### src/rtl/strip_clus_pkg.sv
package strip_clus_pkg;

  typedef enum logic {
    ST_IDLE,
    ST_EMIT
  } clusState_e;

  // strobes from control to datapath
  typedef struct packed {
    logic bufWrite;   // store compressed amplitude of accepted passing strip
    logic emitStart;  // put first-strip index on the write bus
    logic emitWidth;  // put width on the write bus
    logic emitBody;   // put one stored amplitude on the write bus
  } clusStrobe_t;

endpackage

### src/rtl/strip_clus_datapath.sv
module strip_clus_datapath
  import strip_clus_pkg::*;
#(
  parameter int NUM_STRIPS = 128,
  parameter int SIG_W      = 12,
  parameter int NOISE_W    = 8,
  parameter int THR_W      = 8,
  parameter int FRAC_W     = 2,
  parameter int AMP_W      = 8,
  parameter int IDX_W      = $clog2(NUM_STRIPS)
) (
  input  logic               clk,
  input  logic               rstN,
  input  logic [SIG_W-1:0]   inSignal,
  input  logic [NOISE_W-1:0] inNoise,
  input  logic [THR_W-1:0]   thrLow,
  input  logic [THR_W-1:0]   thrHigh,
  output logic               passLow,
  output logic               passHigh,
  input  clusStrobe_t        strobe,
  input  logic [IDX_W-1:0]   bufWrAddr,
  input  logic [IDX_W-1:0]   bufRdAddr,
  input  logic [AMP_W-1:0]   hdrStart,
  input  logic [AMP_W-1:0]   hdrWidth,
  output logic               wrEn,
  output logic [AMP_W-1:0]   wrData
);

  localparam int SCL_W   = SIG_W + FRAC_W;
  localparam int PRD_W   = THR_W + NOISE_W;
  localparam int CMP_W   = ((SCL_W > PRD_W + 1) ? SCL_W : PRD_W + 1) + 1;
  localparam int AMP_MAX = (1 << AMP_W) - 1;

  // scaled signal compared against threshold times noise, no division
  logic signed [SCL_W-1:0] sigScaled;
  logic signed [CMP_W-1:0] sigCmp;
  logic [PRD_W-1:0]        prodLow;
  logic [PRD_W-1:0]        prodHigh;
  logic signed [CMP_W-1:0] lowCmp;
  logic signed [CMP_W-1:0] highCmp;

  always_comb begin
    sigScaled = $signed({inSignal, {FRAC_W{1'b0}}});
    sigCmp    = CMP_W'(sigScaled);
    prodLow   = PRD_W'(thrLow) * PRD_W'(inNoise);
    prodHigh  = PRD_W'(thrHigh) * PRD_W'(inNoise);
    lowCmp    = $signed(CMP_W'(prodLow));
    highCmp   = $signed(CMP_W'(prodHigh));
    passLow   = sigCmp > lowCmp;
    passHigh  = sigCmp > highCmp;
  end

  // saturating compression; only positive values reach the buffer
  logic [AMP_W-1:0] ampByte;
  always_comb begin
    if (inSignal[SIG_W-1])
      ampByte = '0;
    else if (inSignal[SIG_W-2:0] >= (SIG_W-1)'(AMP_MAX))
      ampByte = AMP_W'(AMP_MAX);
    else
      ampByte = inSignal[AMP_W-1:0];
  end

  // per-run amplitude store, indexed by position inside the run
  logic [AMP_W-1:0] clusterBuf [NUM_STRIPS];

  always_ff @(posedge clk) begin
    if (strobe.bufWrite)
      clusterBuf[bufWrAddr] <= ampByte;
  end

  always_comb begin
    wrEn = strobe.emitStart | strobe.emitWidth | strobe.emitBody;
    if (strobe.emitStart)
      wrData = hdrStart;
    else if (strobe.emitWidth)
      wrData = hdrWidth;
    else if (strobe.emitBody)
      wrData = clusterBuf[bufRdAddr];
    else
      wrData = '0;
  end


  buf_write_pass_chk: assert property (@(posedge clk) disable iff (!rstN)
    strobe.bufWrite |-> passLow);


  emit_select_chk: assert property (@(posedge clk) disable iff (!rstN)
    $onehot0({strobe.emitStart, strobe.emitWidth, strobe.emitBody}));


  no_store_while_emit_chk: assert property (@(posedge clk) disable iff (!rstN)
    !(strobe.bufWrite && wrEn));

endmodule

### src/rtl/strip_clus_ctrl.sv
module strip_clus_ctrl
  import strip_clus_pkg::*;
#(
  parameter int NUM_STRIPS = 128,
  parameter int AMP_W      = 8,
  parameter int ROOM_W     = 12,
  parameter int IDX_W      = $clog2(NUM_STRIPS),
  parameter int LEN_W      = $clog2(NUM_STRIPS + 1),
  parameter int CNT_W      = $clog2(NUM_STRIPS + 2)
) (
  input  logic              clk,
  input  logic              rstN,
  input  logic              inValid,
  output logic              inReady,
  input  logic              passLow,
  input  logic              passHigh,
  input  logic [ROOM_W-1:0] wrRoom,
  output clusStrobe_t       strobe,
  output logic [IDX_W-1:0]  bufWrAddr,
  output logic [IDX_W-1:0]  bufRdAddr,
  output logic [AMP_W-1:0]  hdrStart,
  output logic [AMP_W-1:0]  hdrWidth,
  output logic              overflowFlag
);

  localparam int CMP_W = ((ROOM_W > LEN_W) ? ROOM_W : LEN_W) + 2;
  localparam logic [IDX_W-1:0] LAST_IDX = IDX_W'(NUM_STRIPS - 1);

  clusState_e       state;
  logic [IDX_W-1:0] stripIdx;
  logic [LEN_W-1:0] runLen;
  logic [IDX_W-1:0] runStart;
  logic             runHigh;
  logic [IDX_W-1:0] emitStartR;
  logic [LEN_W-1:0] emitWidthR;
  logic [CNT_W-1:0] byteCnt;
  logic             overflowR;

  logic             accept;
  logic             lastStrip;
  logic             closing;
  logic [LEN_W-1:0] closeW;
  logic [IDX_W-1:0] closeStart;
  logic             closeHigh;
  logic             keep;
  logic             roomOk;
  logic             emitDone;

  always_comb begin
    accept     = inValid && (state == ST_IDLE);
    lastStrip  = (stripIdx == LAST_IDX);
    closeW     = passLow ? (runLen + LEN_W'(1)) : runLen;
    closing    = accept && (passLow ? lastStrip : (runLen != '0));
    closeStart = (runLen == '0) ? stripIdx : runStart;
    closeHigh  = (runLen == '0) ? passHigh : runHigh;
    keep       = (closeW >= LEN_W'(2)) || closeHigh;
    roomOk     = CMP_W'(wrRoom) >= (CMP_W'(closeW) + CMP_W'(2));
    emitDone   = (byteCnt == (CNT_W'(emitWidthR) + CNT_W'(1)));
  end

  always_ff @(posedge clk) begin
    if (!rstN) begin
      state      <= ST_IDLE;
      stripIdx   <= '0;
      runLen     <= '0;
      runStart   <= '0;
      runHigh    <= 1'b0;
      emitStartR <= '0;
      emitWidthR <= '0;
      byteCnt    <= '0;
      overflowR  <= 1'b0;
    end else begin
      if (accept) begin
        stripIdx <= lastStrip ? '0 : stripIdx + IDX_W'(1);
        if (closing) begin
          runLen <= '0;
          if (keep && roomOk) begin
            state      <= ST_EMIT;
            emitStartR <= closeStart;
            emitWidthR <= closeW;
            byteCnt    <= '0;
          end else if (keep) begin
            overflowR <= 1'b1;
          end
        end else if (passLow) begin
          runLen <= runLen + LEN_W'(1);
          if (runLen == '0) begin
            runStart <= stripIdx;
            runHigh  <= passHigh;
          end
        end
      end
      if (state == ST_EMIT) begin
        byteCnt <= byteCnt + CNT_W'(1);
        if (emitDone)
          state <= ST_IDLE;
      end
    end
  end

  always_comb begin
    inReady          = (state == ST_IDLE);
    strobe.bufWrite  = accept && passLow;
    strobe.emitStart = (state == ST_EMIT) && (byteCnt == CNT_W'(0));
    strobe.emitWidth = (state == ST_EMIT) && (byteCnt == CNT_W'(1));
    strobe.emitBody  = (state == ST_EMIT) && (byteCnt >= CNT_W'(2));
    bufWrAddr        = IDX_W'(runLen);
    bufRdAddr        = IDX_W'(byteCnt - CNT_W'(2));
    hdrStart         = AMP_W'(emitStartR);
    hdrWidth         = AMP_W'(emitWidthR);
    overflowFlag     = overflowR;
  end


  overflow_sticky_chk: assert property (@(posedge clk) disable iff (!rstN)
    overflowR |=> overflowR);


  byte_count_range_chk: assert property (@(posedge clk) disable iff (!rstN)
    (state == ST_EMIT) |-> (byteCnt <= (CNT_W'(emitWidthR) + CNT_W'(1))));


  chip_bound_chk: assert property (@(posedge clk) disable iff (!rstN)
    (state == ST_EMIT) |-> ((int'(emitStartR) + int'(emitWidthR)) <= NUM_STRIPS));


  fresh_chip_chk: assert property (@(posedge clk) disable iff (!rstN)
    (stripIdx == '0) |-> (runLen == '0));


  stall_cause_chk: assert property (@(posedge clk) disable iff (!rstN)
    $fell(inReady) |-> $past(inValid));

endmodule

### src/rtl/strip_cluster_finder.sv
module strip_cluster_finder
  import strip_clus_pkg::*;
#(
  parameter int NUM_STRIPS = 128,
  parameter int SIG_W      = 12,
  parameter int NOISE_W    = 8,
  parameter int THR_W      = 8,
  parameter int FRAC_W     = 2,
  parameter int AMP_W      = 8,
  parameter int FIFO_BYTES = 2048,
  localparam int ROOM_W    = $clog2(FIFO_BYTES + 1)
) (
  input  logic               clk,
  input  logic               rstN,
  input  logic               inValid,
  output logic               inReady,
  input  logic [SIG_W-1:0]   inSignal,
  input  logic [NOISE_W-1:0] inNoise,
  input  logic [THR_W-1:0]   thrLow,
  input  logic [THR_W-1:0]   thrHigh,
  input  logic [ROOM_W-1:0]  wrRoom,
  output logic               wrEn,
  output logic [AMP_W-1:0]   wrData,
  output logic               overflowFlag
);

  localparam int IDX_W = $clog2(NUM_STRIPS);
  localparam int LEN_W = $clog2(NUM_STRIPS + 1);
  localparam int CNT_W = $clog2(NUM_STRIPS + 2);

  clusStrobe_t      strobe;
  logic             passLow;
  logic             passHigh;
  logic [IDX_W-1:0] bufWrAddr;
  logic [IDX_W-1:0] bufRdAddr;
  logic [AMP_W-1:0] hdrStart;
  logic [AMP_W-1:0] hdrWidth;

  strip_clus_ctrl #(
    .NUM_STRIPS(NUM_STRIPS),
    .AMP_W     (AMP_W),
    .ROOM_W    (ROOM_W),
    .IDX_W     (IDX_W),
    .LEN_W     (LEN_W),
    .CNT_W     (CNT_W)
  ) u_ctrl (
    .clk         (clk),
    .rstN        (rstN),
    .inValid     (inValid),
    .inReady     (inReady),
    .passLow     (passLow),
    .passHigh    (passHigh),
    .wrRoom      (wrRoom),
    .strobe      (strobe),
    .bufWrAddr   (bufWrAddr),
    .bufRdAddr   (bufRdAddr),
    .hdrStart    (hdrStart),
    .hdrWidth    (hdrWidth),
    .overflowFlag(overflowFlag)
  );

  strip_clus_datapath #(
    .NUM_STRIPS(NUM_STRIPS),
    .SIG_W     (SIG_W),
    .NOISE_W   (NOISE_W),
    .THR_W     (THR_W),
    .FRAC_W    (FRAC_W),
    .AMP_W     (AMP_W),
    .IDX_W     (IDX_W)
  ) u_dp (
    .clk      (clk),
    .rstN     (rstN),
    .inSignal (inSignal),
    .inNoise  (inNoise),
    .thrLow   (thrLow),
    .thrHigh  (thrHigh),
    .passLow  (passLow),
    .passHigh (passHigh),
    .strobe   (strobe),
    .bufWrAddr(bufWrAddr),
    .bufRdAddr(bufRdAddr),
    .hdrStart (hdrStart),
    .hdrWidth (hdrWidth),
    .wrEn     (wrEn),
    .wrData   (wrData)
  );

endmodule

### config.mk
export PLATFORM = sky130hd
export DESIGN_NAME = strip_cluster_finder
export DESIGN_NICKNAME = d
export VERILOG_FILES = /design/src/rtl/strip_clus_pkg.sv /design/src/rtl/strip_clus_datapath.sv /design/src/rtl/strip_clus_ctrl.sv /design/src/rtl/strip_cluster_finder.sv
export SDC_FILE = /design/constraint.sdc
export NUM_CORES = 2
export LEC_CHECK = 0
export ABC_AREA = 1
export CAP_MARGIN = 0
export CORE_ASPECT_RATIO = 1.2
export CORE_MARGIN = 3
export CORE_UTILIZATION = 35
export CTS_CLUSTER_SIZE = 20
export DETAILED_ROUTE_END_ITERATION = 7
export PLACE_DENSITY_LB_ADDON = 0.12
export SLEW_MARGIN = 20
export SYNTH_ARGS = -nofsm -noshare
export SYNTH_HDL_FRONTEND = slang
export SYNTH_SLANG_ARGS = --single-unit
### constraint.sdc
create_clock -name clk -period 13.2 [get_ports clk]
set_input_delay 1.32 -clock clk [delete_from_list [all_inputs] [get_ports clk]]
set_output_delay 1.32 -clock clk [all_outputs]
set_load 0.05 [all_outputs]
==> summary.txt <==
Floorplanning
  • # IOs: 62
  • Die Ht: approximately 420 microns
  • Core Region: 138,100 sq um
  • FP Rows: 149
  • Initial Util: 35.43%
  • Die W: 347.4 microns
  • Die area: roughly 140,000 sq um

Global route
  • Largest net degree at the start of global routing: around 180
  • Remaining Overflow, GRT: 0
  • Total track usage: 19.98%
  • Vias in the first global route: 32,460
  • Initial antenna violation count: 0
  • First-pass GRT wire length: 217.9 mm

Timing
  • Worst-Margin Slew: 1.101 ns
  • Setup TNS: 0 ns
  • Final Worst Setup Slack: 4.157 ns
  • Final Setup Violations: 0
  • FMAX: 0.1106 GHz
  • Minimum clock period: 9.043 ns
  • Final hold vios: 0
  • Max Slew Vio Count: 0
  • RSZ-0062 raised after global routing: no
  • Period utilization: between 60% and 70%
  • Worst relative slew slack: a little over a quarter
  • Final Skew: 0.06464 ns

Setup path
  • Crit-path max FO: 16
  • Cell mode on critical path: nand2_1
  • Worst Path Required: 13.85 ns
  • Crit-path slowest cell: clkdlybuf4s50_1
  • CP Class: in -> reg
  • CP max stage delay: around 0.9 ns
  • Crit path launch type: input pin
  • Critical path endpoint category: flop
  • Worst EP arrival: 9.69 ns

Final layout
  • Area Overhead vs Synth: 12.00%
  • Nets: approximately 4,500
  • Finished Layout Cells: around 6,200
  • Layout cells sized above 1: 6.840%
  • ANT cells: 0

Synthesis
  • Largest family of logic cells by synthesized area: compound AO/OA/AOI/OAI gates
  • Synth top area share: a little over three fifths
  • Post-synthesis sequential area ratio: approximately two thirds
  • Post-Synthesis Cells: 4,327
  • FF+latch count, synth: 1,072
  • Post-Synth XOR/XNOR Area: less than 1%
  • Syn_nets: about 4,600
  • Most used DFF post-synth: edfxtp_1
  • Fraction of the mapped netlist area in adder cells: 5.936%
  • Mux cell area share after synthesis: less than 1%
  • Number of synthesized flops with an enable pin: roughly 1,000
  • Synth cell count leaders: edfxtp_1, nor2_1, o21ai_0
  • Count leader, synth: edfxtp_1
  • Syn Area/Cell: about 11 sq um
  • Post-Syn Area: 48,940 sq um
  • Leading area contributor after synthesis: edfxtp_1
  • Synth Warn #: 0
  • Synth unique cells: 50
  • Async SR Flop Fraction: 0%
  • Simple-gate share of the synthesized area: approximately 11%
  • Synth Area in Compound Gates: 12.54%
  • Top post-synthesis cells by area: edfxtp_1, o21ai_0, nor2_1, o22ai_1, ha_1

Clocking
  • Clock Path Buffers: 3
  • Root buf cell: clkbuf_16
  • Hold-fix buffers, CTS: 0
  • CTS HTree Levels: 3
  • CTS buffer count: 109
  • Post-CTS Setup Inserts: 0
  • CTS tree: yes
  • CTS sink count: roughly 1,100
  • Worst-Skew Late Latency: between 0.7 and 0.8 ns
  • Post-cts resize count: 0
  • Clock transition at path regs: 0.06 ns

Pwr
  • Leak: 0.01925 uW
  • VDD IR max: 0.1118 mV
  • Pwr/cell area: 164.8 nW/um^2

Drt
  • WL/cell: 23.59 microns
  • DR vias: ~33,000
  • DR iter-0 viols: roughly 2,900
  • Post-route ant nets: 0
  • Drt first pass iters: 5
  • Post-Route WL: 145.6 mm
  • DR vias/cell: 5.337
  • # DRC: 0

Place
  • DP Worst Slack: 3.415 ns
  • Placed instance count: 5,966
  • Post-DP HPWL: between 80 and 90 mm
  • GP Congestion: 0.8167
  • Port bufs: 61

Outcome
  • Status: complete, no violations

Worst hold path
  • Hold Crit Class: reg -> reg

Job
  • Max-cap violations: 0
-- power by group --
group          leakage (uW)  total [uW]  switching (uW)  internal, uW
Clock               0.00175        3140            1360          1780
Sequential          0.00961        3810            42.4          3770
Combinational       0.00789        2080            1450           635
Total                0.0192        9040            2860          6180
-- metrics by stage --
step	hold slack, ns	total power (uW)	instance area (sq um)	utilization, %
after floorplan	0.4453	5321	48940	-
after global placement	0.4409	5981	51190	37.05
after detailed placement	0.4538	5978	51190	37.06
after CTS	0.4625	9125	54820	39.68
after global routing	0.5125	9506	54820	39.68
final	0.4591	9036	54820	39.68
-- layer usage --
| metal | vias to the layer above | routed length [microns] | global-route usage, % |
|---|---|---|---|
| met5 | - | 0 | 0 |
| met4 | 0 | 3478 | 5.562 |
| met3 | 171 | 7354 | 2.800 |
| met2 | 872 | 70100 | 33.34 |
| met1 | 16620 | 64620 | 27.24 |
| li1 | 15270 | - | - |
-- worst paths after layout --
path                       startpoint             endpoint  slack (ns)  cells past startpoint
hold reg to reg   u_ctrl.overflowFlag  u_ctrl.overflowFlag        0.46                      2
setup reg to reg     u_ctrl.runLen[5]    u_ctrl.byteCnt[3]        9.30                     18
hold / removal    u_ctrl.overflowFlag  u_ctrl.overflowFlag        0.46                      2
setup / recovery           inNoise[2]    u_ctrl.byteCnt[3]        4.16                     43
-- cells by family (layout without fill, tap and decap cells) --
kind of cell,Yosys count,in the layout
AO/OA/AOI/OAI,1092,1092
XOR/XNOR,46,46
adder cells (fa/ha/maj),189,189
buffers and inverters,586,616
flip-flops,1072,1072
multiplexers,1,1
AND/OR/NAND/NOR,1341,1341
-- area by class of cell --
class                      instances  area, sq um
inverter                         309         1197
sequential                      1072        31720
timing repair buffer             104        970.9
tap                             1812         2267
fill                           13270        83320
clock buffer                     129         2844
clock inverter                    74        784.5
multi-input combinational       2669        15040
-- cell usage in the layout (no fill, tap or decap), types with 72 or more instances in the layout --
cell / n
edfxtp_1: 1024
nor2_1: 807
o21ai_0: 635
nand2_1: 322
inv_1: 288
o22ai_1: 257
ha_1: 116
clkbuf_16: 110
nand3_1: 96
o211ai_1: 78
fa_1: 72
-- worst max-delay path: cells and delay by family --
kind            cells  cell delay, ns
simple gates       24            2.96
fa+ha+maj           7            2.96
buf+inv             6            1.25
compound gates      5            0.99
xor+xnor            1            0.19
-- flip-flops by register name, indices dropped and copies added, names as in the netlist, 7 cells and up --
signal and count:
u_ctrl.hdrWidth 8, u_ctrl.runStart 7, u_ctrl.runLen 8, u_ctrl.stripIdx 7, u_ctrl.emitStartR 7, u_ctrl.byteCnt 8
u_dp.clusterBuf 1024
No activity file was read; power rests on OpenSTA's default activity.
